## src/rtl/xdma_pkg.sv

```systemverilog
package xdma_pkg;

   typedef enum logic [2:0] {
      ST_IDLE,
      ST_CHECK,
      ST_FETCH,
      ST_WAIT_ENT,
      ST_XFER,
      ST_WAIT_XFER,
      ST_DONE
   } xdma_state_e;

   localparam int REG_W = 32;

   localparam logic [2:0] SEL_CTRL   = 3'd0;
   localparam logic [2:0] SEL_ADDR   = 3'd1;
   localparam logic [2:0] SEL_COUNT  = 3'd2;
   localparam logic [2:0] SEL_TBASE  = 3'd3;
   localparam logic [2:0] SEL_TLIMIT = 3'd4;

   localparam int CTL_EN   = 0;
   localparam int CTL_M2D  = 1;
   localparam int CTL_TC   = 8;
   localparam int CTL_MERR = 9;
   localparam int CTL_AERR = 10;

endpackage

```

## src/rtl/xdma_regs.sv

```systemverilog
module xdma_regs
   import xdma_pkg::*;
#(
   parameter int ADDR_W = 32,
   parameter int CNT_W  = 32
) (
   input  logic              clk,
   input  logic              rst_n,
   input  logic              reg_we,
   input  logic [2:0]        reg_sel,
   input  logic [REG_W-1:0]  reg_wdata,
   output logic [REG_W-1:0]  reg_rdata,
   output logic              ctl_en,
   output logic              ctl_m2d,
   output logic [ADDR_W-1:0] start_addr,
   output logic [CNT_W-1:0]  count,
   output logic [ADDR_W-1:0] tbl_base,
   output logic [ADDR_W-1:0] tbl_limit,
   input  logic              clr_flags,
   input  logic              set_tc,
   input  logic              set_merr,
   input  logic              dec_en,
   input  logic [CNT_W-1:0]  dec_val
);

   initial begin
      if (ADDR_W > REG_W || ADDR_W < 8) $error("xdma_regs: ADDR_W out of range");
      if (CNT_W > REG_W || CNT_W < 4)   $error("xdma_regs: CNT_W out of range");
   end

   logic en_q, m2d_q, tc_q, merr_q, aerr_q;
   logic [ADDR_W-1:0] addr_q, base_q, lim_q;
   logic [CNT_W-1:0]  cnt_q;

   wire wr_ctrl  = reg_we && (reg_sel == SEL_CTRL);
   wire wr_count = reg_we && (reg_sel == SEL_COUNT);

   always_ff @(posedge clk or negedge rst_n) begin
      if (!rst_n) begin
         en_q   <= 1'b0;
         m2d_q  <= 1'b0;
         tc_q   <= 1'b0;
         merr_q <= 1'b0;
         aerr_q <= 1'b0;
      end else begin
         if (wr_ctrl) begin
            en_q   <= reg_wdata[CTL_EN];
            m2d_q  <= reg_wdata[CTL_M2D];
            tc_q   <= reg_wdata[CTL_TC];
            merr_q <= reg_wdata[CTL_MERR];
            aerr_q <= reg_wdata[CTL_AERR];
         end
         if (clr_flags) begin
            tc_q   <= 1'b0;
            merr_q <= 1'b0;
            aerr_q <= 1'b0;
         end
         if (set_tc)   tc_q   <= 1'b1;
         if (set_merr) merr_q <= 1'b1;
      end
   end

   always_ff @(posedge clk or negedge rst_n) begin
      if (!rst_n) begin
         addr_q <= '0;
         base_q <= '0;
         lim_q  <= '0;
      end else if (reg_we) begin
         case (reg_sel)
            SEL_ADDR:   addr_q <= reg_wdata[ADDR_W-1:0];
            SEL_TBASE:  base_q <= reg_wdata[ADDR_W-1:0];
            SEL_TLIMIT: lim_q  <= reg_wdata[ADDR_W-1:0];
            default: ;
         endcase
      end
   end

   always_ff @(posedge clk or negedge rst_n) begin
      if (!rst_n)        cnt_q <= '0;
      else if (dec_en)   cnt_q <= cnt_q - dec_val;
      else if (wr_count) cnt_q <= reg_wdata[CNT_W-1:0];
   end

   always_comb begin
      reg_rdata = '0;
      case (reg_sel)
         SEL_CTRL: begin
            reg_rdata[CTL_EN]   = en_q;
            reg_rdata[CTL_M2D]  = m2d_q;
            reg_rdata[CTL_TC]   = tc_q;
            reg_rdata[CTL_MERR] = merr_q;
            reg_rdata[CTL_AERR] = aerr_q;
         end
         SEL_ADDR:   reg_rdata = REG_W'(addr_q);
         SEL_COUNT:  reg_rdata = REG_W'(cnt_q);
         SEL_TBASE:  reg_rdata = REG_W'(base_q);
         SEL_TLIMIT: reg_rdata = REG_W'(lim_q);
         default:    reg_rdata = '0;
      endcase
   end

   assign ctl_en     = en_q;
   assign ctl_m2d    = m2d_q;
   assign start_addr = addr_q;
   assign count      = cnt_q;
   assign tbl_base   = base_q;
   assign tbl_limit  = lim_q;

   // outside a software write, the count only ever falls
   p_count_no_rise_r9: assert property (@(posedge clk) disable iff (!rst_n)
      !wr_count |=> cnt_q <= $past(cnt_q));

   // a cleared-and-not-set address error flag reads zero next cycle
   p_aerr_cleared_r1: assert property (@(posedge clk) disable iff (!rst_n)
      clr_flags |=> !aerr_q);

endmodule

```

## src/rtl/xdma_piece_calc.sv

```systemverilog
module xdma_piece_calc #(
   parameter int ADDR_W    = 32,
   parameter int CNT_W     = 32,
   parameter int PAGE_BITS = 12,
   parameter int ENT_BITS  = 3,
   parameter bit CLR_TOP   = 1'b1
) (
   input  logic [ADDR_W-1:0]  laddr,
   input  logic [CNT_W-1:0]   left,
   input  logic [ADDR_W-1:0]  tbl_base,
   input  logic [ADDR_W-1:0]  tbl_limit,
   output logic [PAGE_BITS:0] piece_len,
   output logic               index_ok,
   output logic [ADDR_W-1:0]  entry_addr
);

   localparam int PW = PAGE_BITS + 1;
   localparam logic [PW-1:0] PAGE_BYTES = PW'(1) << PAGE_BITS;

   initial begin
      if (PAGE_BITS < 4 || PAGE_BITS > 20) $error("xdma_piece_calc: PAGE_BITS out of range");
      if (ENT_BITS < 2 || ENT_BITS > 4)    $error("xdma_piece_calc: ENT_BITS out of range");
      if (CNT_W <= PAGE_BITS)              $error("xdma_piece_calc: CNT_W too small");
   end

   logic [PW-1:0]     in_page_off;
   logic [PW-1:0]     to_page_end;
   logic [ADDR_W-1:0] index;
   logic [ADDR_W-1:0] n_entries;
   logic [ADDR_W-1:0] raw_entry;

   assign in_page_off = PW'(laddr & ADDR_W'(PAGE_BYTES - 1'b1));
   assign to_page_end = PAGE_BYTES - in_page_off;

   always_comb begin
      if (left < CNT_W'(to_page_end)) piece_len = PW'(left);
      else                            piece_len = to_page_end;
   end

   assign index     = laddr >> PAGE_BITS;
   assign n_entries = tbl_limit >> ENT_BITS;
   assign index_ok  = index < n_entries;
   assign raw_entry = tbl_base + (index << ENT_BITS);

   generate
      if (CLR_TOP) begin : g_clr_top
         localparam logic [ADDR_W-1:0] KEEP = {1'b0, {(ADDR_W-1){1'b1}}};
         assign entry_addr = raw_entry & KEEP;
      end else begin : g_full
         assign entry_addr = raw_entry;
      end
   endgenerate

endmodule

```

## src/rtl/xdma_channel.sv

```systemverilog
module xdma_channel
   import xdma_pkg::*;
#(
   parameter int ADDR_W    = 32,
   parameter int CNT_W     = 32,
   parameter int LEN_W     = 16,
   parameter int PAGE_BITS = 12,
   parameter int ENT_BITS  = 3,
   parameter bit CLR_TOP   = 1'b1,
   parameter bit JOIN_OR   = 1'b0
) (
   input  logic                 clk,
   input  logic                 rst_n,
   input  logic                 reg_we,
   input  logic [2:0]           reg_sel,
   input  logic [31:0]          reg_wdata,
   output logic [31:0]          reg_rdata,
   input  logic                 req_valid,
   input  logic [LEN_W-1:0]     req_len,
   input  logic                 req_dev_to_mem,
   output logic                 req_done,
   output logic                 tbl_rd_req,
   output logic [ADDR_W-1:0]    tbl_rd_addr,
   input  logic                 tbl_rd_ack,
   input  logic [ADDR_W-1:0]    tbl_rd_data,
   output logic                 mem_req,
   output logic [ADDR_W-1:0]    mem_addr,
   output logic [PAGE_BITS:0]   mem_len,
   output logic                 mem_write,
   input  logic                 mem_ack
);

   localparam int PW = PAGE_BITS + 1;
   localparam logic [PW-1:0] PAGE_BYTES = PW'(1) << PAGE_BITS;

   initial begin
      if (LEN_W > CNT_W) $error("xdma_channel: LEN_W must not exceed CNT_W");
   end

   xdma_state_e state;

   logic              ctl_en, ctl_m2d;
   logic [ADDR_W-1:0] start_addr, tbl_base, tbl_limit;
   logic [CNT_W-1:0]  count;
   logic              clr_flags, set_tc, set_merr, dec_en;

   logic [ADDR_W-1:0] work_addr;
   logic [CNT_W-1:0]  left_q;
   logic              dir_q;
   logic [ADDR_W-1:0] ent_q;
   logic [PW-1:0]     piece_q;
   logic [ADDR_W-1:0] frame_q;
   logic [ADDR_W-1:0] maddr_q;

   logic [PW-1:0]     piece_len;
   logic              index_ok;
   logic [ADDR_W-1:0] entry_addr;
   logic [ADDR_W-1:0] page_off;
   logic [ADDR_W-1:0] phys_addr;
   logic [CNT_W-1:0]  clamp_len;
   logic              req_ok;

   xdma_regs #(.ADDR_W(ADDR_W), .CNT_W(CNT_W)) u_regs (
      .clk        (clk),
      .rst_n      (rst_n),
      .reg_we     (reg_we),
      .reg_sel    (reg_sel),
      .reg_wdata  (reg_wdata),
      .reg_rdata  (reg_rdata),
      .ctl_en     (ctl_en),
      .ctl_m2d    (ctl_m2d),
      .start_addr (start_addr),
      .count      (count),
      .tbl_base   (tbl_base),
      .tbl_limit  (tbl_limit),
      .clr_flags  (clr_flags),
      .set_tc     (set_tc),
      .set_merr   (set_merr),
      .dec_en     (dec_en),
      .dec_val    (CNT_W'(piece_q))
   );

   xdma_piece_calc #(
      .ADDR_W    (ADDR_W),
      .CNT_W     (CNT_W),
      .PAGE_BITS (PAGE_BITS),
      .ENT_BITS  (ENT_BITS),
      .CLR_TOP   (CLR_TOP)
   ) u_calc (
      .laddr      (work_addr),
      .left       (left_q),
      .tbl_base   (tbl_base),
      .tbl_limit  (tbl_limit),
      .piece_len  (piece_len),
      .index_ok   (index_ok),
      .entry_addr (entry_addr)
   );

   assign req_ok    = ctl_en && (req_dev_to_mem == !ctl_m2d);
   assign clamp_len = (CNT_W'(req_len) < count) ? CNT_W'(req_len) : count;
   assign page_off  = work_addr & ADDR_W'(PAGE_BYTES - 1'b1);

   generate
      if (JOIN_OR) begin : g_join_or
         assign phys_addr = frame_q | page_off;
      end else begin : g_join_add
         assign phys_addr = frame_q + page_off;
      end
   endgenerate

   assign clr_flags = (state == ST_IDLE) && req_valid;
   assign set_tc    = (state == ST_CHECK) && (left_q == '0);
   assign set_merr  = ((state == ST_IDLE) && req_valid && !req_ok) ||
                      ((state == ST_CHECK) && (left_q != '0) && !index_ok);
   assign dec_en    = (state == ST_WAIT_XFER) && mem_ack;

   always_ff @(posedge clk or negedge rst_n) begin
      if (!rst_n) begin
         state     <= ST_IDLE;
         work_addr <= '0;
         left_q    <= '0;
         dir_q     <= 1'b0;
         ent_q     <= '0;
         piece_q   <= '0;
         frame_q   <= '0;
         maddr_q   <= '0;
      end else begin
         case (state)
            ST_IDLE: begin
               if (req_valid) begin
                  dir_q     <= req_dev_to_mem;
                  work_addr <= start_addr;
                  left_q    <= req_ok ? clamp_len : '0;
                  state     <= req_ok ? ST_CHECK : ST_DONE;
               end
            end
            ST_CHECK: begin
               if (left_q == '0 || !index_ok) state <= ST_DONE;
               else                           state <= ST_FETCH;
            end
            ST_FETCH: begin
               ent_q   <= entry_addr;
               piece_q <= piece_len;
               state   <= ST_WAIT_ENT;
            end
            ST_WAIT_ENT: begin
               if (tbl_rd_ack) begin
                  frame_q <= tbl_rd_data;
                  state   <= ST_XFER;
               end
            end
            ST_XFER: begin
               maddr_q <= phys_addr;
               state   <= ST_WAIT_XFER;
            end
            ST_WAIT_XFER: begin
               if (mem_ack) begin
                  work_addr <= work_addr + ADDR_W'(piece_q);
                  left_q    <= left_q - CNT_W'(piece_q);
                  state     <= ST_CHECK;
               end
            end
            ST_DONE:  state <= ST_IDLE;
            default:  state <= ST_IDLE;
         endcase
      end
   end

   assign req_done    = (state == ST_DONE);
   assign tbl_rd_req  = (state == ST_WAIT_ENT);
   assign tbl_rd_addr = ent_q;
   assign mem_req     = (state == ST_WAIT_XFER);
   assign mem_addr    = maddr_q;
   assign mem_len     = piece_q;
   assign mem_write   = dir_q;

   // done lasts one cycle only
   p_done_pulse_r11: assert property (@(posedge clk) disable iff (!rst_n)
      req_done |=> !req_done);

   // a pending table read keeps its address until acknowledged
   p_tbl_hold_r7: assert property (@(posedge clk) disable iff (!rst_n)
      (tbl_rd_req && !tbl_rd_ack) |=> (tbl_rd_req && $stable(tbl_rd_addr)));

   // a pending data transfer keeps address, length and direction
   p_mem_hold_r8: assert property (@(posedge clk) disable iff (!rst_n)
      (mem_req && !mem_ack) |=> (mem_req && $stable(mem_addr) && $stable(mem_len)
                                 && $stable(mem_write)));

   // every transfer is non-empty and stays inside its page
   p_piece_in_page_r5: assert property (@(posedge clk) disable iff (!rst_n)
      mem_req |-> ((mem_len != '0) &&
                   ((ADDR_W'(mem_len) + page_off) <= ADDR_W'(PAGE_BYTES))));

   // table and data ports never request together
   p_one_port_r8: assert property (@(posedge clk) disable iff (!rst_n)
      !(mem_req && tbl_rd_req));

   // a table read is only issued for an index inside the table
   p_index_inside_r6: assert property (@(posedge clk) disable iff (!rst_n)
      $rose(tbl_rd_req) |-> $past(index_ok));

endmodule

```

## config.mk

```make
export PLATFORM = sky130hd
export DESIGN_NAME = xdma_channel
export DESIGN_NICKNAME = d
export VERILOG_FILES = /design/src/rtl/xdma_pkg.sv /design/src/rtl/xdma_regs.sv /design/src/rtl/xdma_piece_calc.sv /design/src/rtl/xdma_channel.sv
export SDC_FILE = /design/constraint.sdc
export NUM_CORES = 1
export LEC_CHECK = 0
export BUFFER_PORTS_ARGS = -buffer_cell sky130_fd_sc_hd__buf_2
export CAP_MARGIN = 40
export CORE_UTILIZATION = 25
export CTS_CLUSTER_SIZE = 8
export DETAILED_ROUTE_END_ITERATION = 7
export SYNTH_ARGS = -nofsm -noshare
export SYNTH_HDL_FRONTEND = slang
export SYNTH_SLANG_ARGS = --single-unit
```

## constraint.sdc

```tcl
create_clock -name clk -period 6.9 [get_ports clk]
set_input_delay 0.345 -clock clk [delete_from_list [all_inputs] [get_ports clk]]
set_output_delay 0.345 -clock clk [all_outputs]
set_load 0.01 [all_outputs]
```

==> impl_metrics.env <==
export IMPL_ys_ff_latch=309
export IMPL_syn_to_final_growth_pct=19.5
export IMPL_core_area_um2=74600
export IMPL_crit_buf_inv=0
export IMPL_cts_clk_slew_worst_paths_ns=0.05
export IMPL_clk_latency_ns=0.59
export IMPL_ys_seq_area_frac=0.409
export IMPL_dpl_hpwl_um=46500
export IMPL_layout_cells_non_filler=3193
export IMPL_cts_repair_resized=0
export IMPL_r2r_cells=15
export IMPL_antenna_found_initial=23
export IMPL_vias_per_cell=5.08
export IMPL_dp_cells=3109
export IMPL_relSlewSlack=0.350
export IMPL_ys_types=86
export IMPL_grt_overflow=0
export IMPL_status="complete, no violations"
export IMPL_final_common_cell="dfrtp_1"
export IMPL_cp_depth=15
export IMPL_cts_buffers=45
export IMPL_hold_depth=2
export IMPL_fin_worst_skew_ns=0.0278
export IMPL_p_total_uw=10900
export IMPL_cp_max_fo=18
export IMPL_syn_avg_cell_area_um2=9.42
export IMPL_synthFlopType="dfrtp_1"
export IMPL_cp_required_ns=7.32
export IMPL_drtAntennaViolNets=0
export IMPL_synthCells=2006
export IMPL_wirelength_um=62300
export IMPL_fill_cells=7816
export IMPL_rsz0062_at_grt="false"
export IMPL_cp_start_kind="register"
export IMPL_synth_edf_count=0
export IMPL_ctsLongestPathBuffers=3
export IMPL_multi_input_area_um2=10500
export IMPL_die_area_um2=76700
export IMPL_layout_drive_gt1_share=0.192
export IMPL_syn_area_um2=18900
export IMPL_worst_path_dominant_cell_family="simple AND/OR/NAND/NOR gates"
export IMPL_yosysWarningCount=0
export IMPL_fin_area_um2=22600
export IMPL_drt_iter0_drc=1274
export IMPL_arrival_ns=4.71
export IMPL_finalSetupTns_ns=0
export IMPL_ir_worst_vdd_mv=0.262
export IMPL_worst_setup_path_type="reg2reg"
export IMPL_cts_max_level=2
export IMPL_gp_congestion=0.887
export IMPL_drv_slew=0
export IMPL_fmax_mhz=233
export IMPL_num_vias=16200
export IMPL_power_density_nw_per_um2=481
export IMPL_cts_sinks=309
export IMPL_hp_class="in2reg"
export IMPL_rows=100
export IMPL_grt_use_total=0.159
export IMPL_numPortBuffers=201
export IMPL_final_setup_viol_count=0
export IMPL_grt_pass1_vias=15500
export IMPL_nets=2427
export IMPL_cts_root_buffer="clkbuf_16"
export IMPL_die_w_um=277
export IMPL_most_common_layout_cells="309 x dfrtp_1, 241 x nand2_1, 200 x buf_2"
export IMPL_wl_per_cell_um=19.5
export IMPL_seq_area_um2=7730
export IMPL_crit_chain="or3_1 > or3_1 > nor2_1 > nand3_1 > nor2_1 > xor2_1 > ha_1 > a21o_1 > a21o_1 > a21oi_1 > nor2_1 > or3_1 > or3_1 > o22ai_1 > a221oi_1"
export IMPL_max_stage_delay_ns=0.59
export IMPL_start_util=0.253
export IMPL_synth_fp_nets=2219
export IMPL_grt_first_pass_wirelength_um=95400
export IMPL_first_pass_iters=5
export IMPL_timing_hold_ws_ns=0.0244
export IMPL_place_area_um2=21000
export IMPL_p_leak_uw=0.0100
export IMPL_worstSetupEndpointType="register"
export IMPL_tightest_slew_ns=0.974
export IMPL_cts_tree="yes"
export IMPL_ios=203
export IMPL_slowest_stage="or3_1"
export IMPL_post_cts_buffers=0
export IMPL_grt_max_degree=159
export IMPL_drcViolationCount=0
export IMPL_cpMostUsedCell="or3_1"
export IMPL_finalCriticalPeriod_ns=4.29
export IMPL_final_period_utilization=0.622
export IMPL_cap_violations=0
export IMPL_ys_async_sr_fraction=1.00
export IMPL_hold_violations=0
export IMPL_die_y_um=277
timing repair:
item,4_1_cts,5_1_grt
hold buffers,27,0
endpoints found under the setup margin,0,0
hold endpoints to repair,103,0
final timing paths:
check	slack, ns	start	endpoint
min reg2reg	0.46	tbl_rd_addr[17]$_DFFE_PN0P_	tbl_rd_addr[17]$_DFFE_PN0P_
max reg2reg	2.61	work_addr[3]$_DFFE_PN0P_	mem_len[7]$_DFFE_PN0P_
min	0.02	tbl_rd_data[14]	frame_q[14]$_DFFE_PN0P_
max in group asynchronous	5.16	rst_n	tbl_rd_addr[23]$_DFFE_PN0P_
min in group asynchronous	0.34	rst_n	mem_addr[14]$_DFFE_PN0P_
max	2.61	work_addr[3]$_DFFE_PN0P_	mem_len[7]$_DFFE_PN0P_
worst reg2reg max path: cells and delay by family, from the launching register on:
family	cells	cell delay (ns)
adder cells (fa/ha/maj)	1	0.29
flip-flops	1	0.44
AND/OR/NAND/NOR	8	2.39
XOR/XNOR	1	0.23
AO/OA/AOI/OAI	5	0.79
cells in the mapped netlist (11+ instances only):
| master | count | area, µm² |
|---|---|---|
| o311ai_0 | 15 | 131 |
| inv_1 | 84 | 315 |
| o21a_1 | 22 | 165 |
| o22ai_1 | 22 | 138 |
| nor3_1 | 42 | 210 |
| nand3_1 | 43 | 215 |
| xor2_1 | 41 | 359 |
| a31oi_1 | 14 | 87.6 |
| xnor2_1 | 48 | 420 |
| o31ai_1 | 15 | 113 |
| or3_1 | 19 | 119 |
| clkbuf_1 | 72 | 270 |
| ha_1 | 118 | 1480 |
| nor4_1 | 15 | 93.8 |
| a22oi_1 | 61 | 458 |
| a211oi_1 | 23 | 173 |
| and3_1 | 21 | 131 |
| dfrtp_1 | 309 | 7730 |
| nor2_1 | 98 | 368 |
| nand2_1 | 242 | 908 |
| a21o_1 | 29 | 218 |
| o21ai_0 | 171 | 856 |
| mux2_2 | 114 | 1280 |
| nand4_1 | 12 | 75.1 |
| buf_1 | 15 | 56.3 |
| nor3b_1 | 11 | 82.6 |
| o211ai_1 | 20 | 150 |
| a21oi_1 | 113 | 566 |
| nor2b_1 | 20 | 125 |
| mux2i_1 | 31 | 310 |
| nand2b_1 | 16 | 100 |
kinds of logic (layout without fill, tap and decap cells):
family                     after synthesis  count (layout)  share of synthesized area
adders and majority gates              123             123                     0.0834
other                                    1               5                   0.000198
DFF                                    309             309                      0.409
xor gates and xnor gates                89              89                     0.0412
and+or+nand+nor                        569             569                      0.143
buffers and inverters                  180             394                     0.0374
muxes                                  146             146                     0.0855
AOI/OAI and AO/OA                      589             589                      0.201
final cells by class:
cell class	count	share of cell area
Multi-Input combinational cell	1517	0.465
Sequential cell	309	0.342
Timing Repair Buffer	256	0.0686
Tap cell	969	0.0537
Clock buffer	49	0.0515
Inverter	85	0.0141
Clock inverter	4	0.00438
Antenna cell	4	0.000443
per-layer routing:
layer | routed length [µm] | global-route usage | vias up
li1 | - | - | 7746
met1 | 28100 | 0.216 | 7851
met2 | 28500 | 0.254 | 495
met3 | 4070 | 0.0346 | 110
met4 | 1500 | 0.0467 | 20
met5 | 137 | 0 | -
metrics by stage:
step | utilization | setup WS (ns)
after global placement | 0.281 | 2.75
after detailed placement | 0.282 | 2.70
final | 0.303 | 2.61
after CTS | 0.303 | 2.67
after floorplan | - | 3.27
after global routing | 0.303 | 2.34
state kept, by name, summed over array words and instances (netlist names):
| name | count |
|---|---|
| frame_q | 32 |
| left_q | 32 |
| mem_addr | 32 |
| mem_len | 13 |
| mem_write | 1 |
| state | 3 |
| tbl_rd_addr | 31 |
| u_regs.aerr_q | 1 |
| u_regs.count | 32 |
| u_regs.ctl_en | 1 |
| u_regs.ctl_m2d | 1 |
| u_regs.merr_q | 1 |
| u_regs.start_addr | 32 |
| u_regs.tbl_base | 32 |
| u_regs.tbl_limit | 32 |
| u_regs.tc_q | 1 |
| work_addr | 32 |
report_power, final:
part,total [µW],internal (µW),switching (µW)
Combinational,5450,2330,3120
Sequential,3320,2500,816
Clock,2090,1250,839
Total,10900,6080,4770
Note: power is estimated with default switching activity, not from simulation.
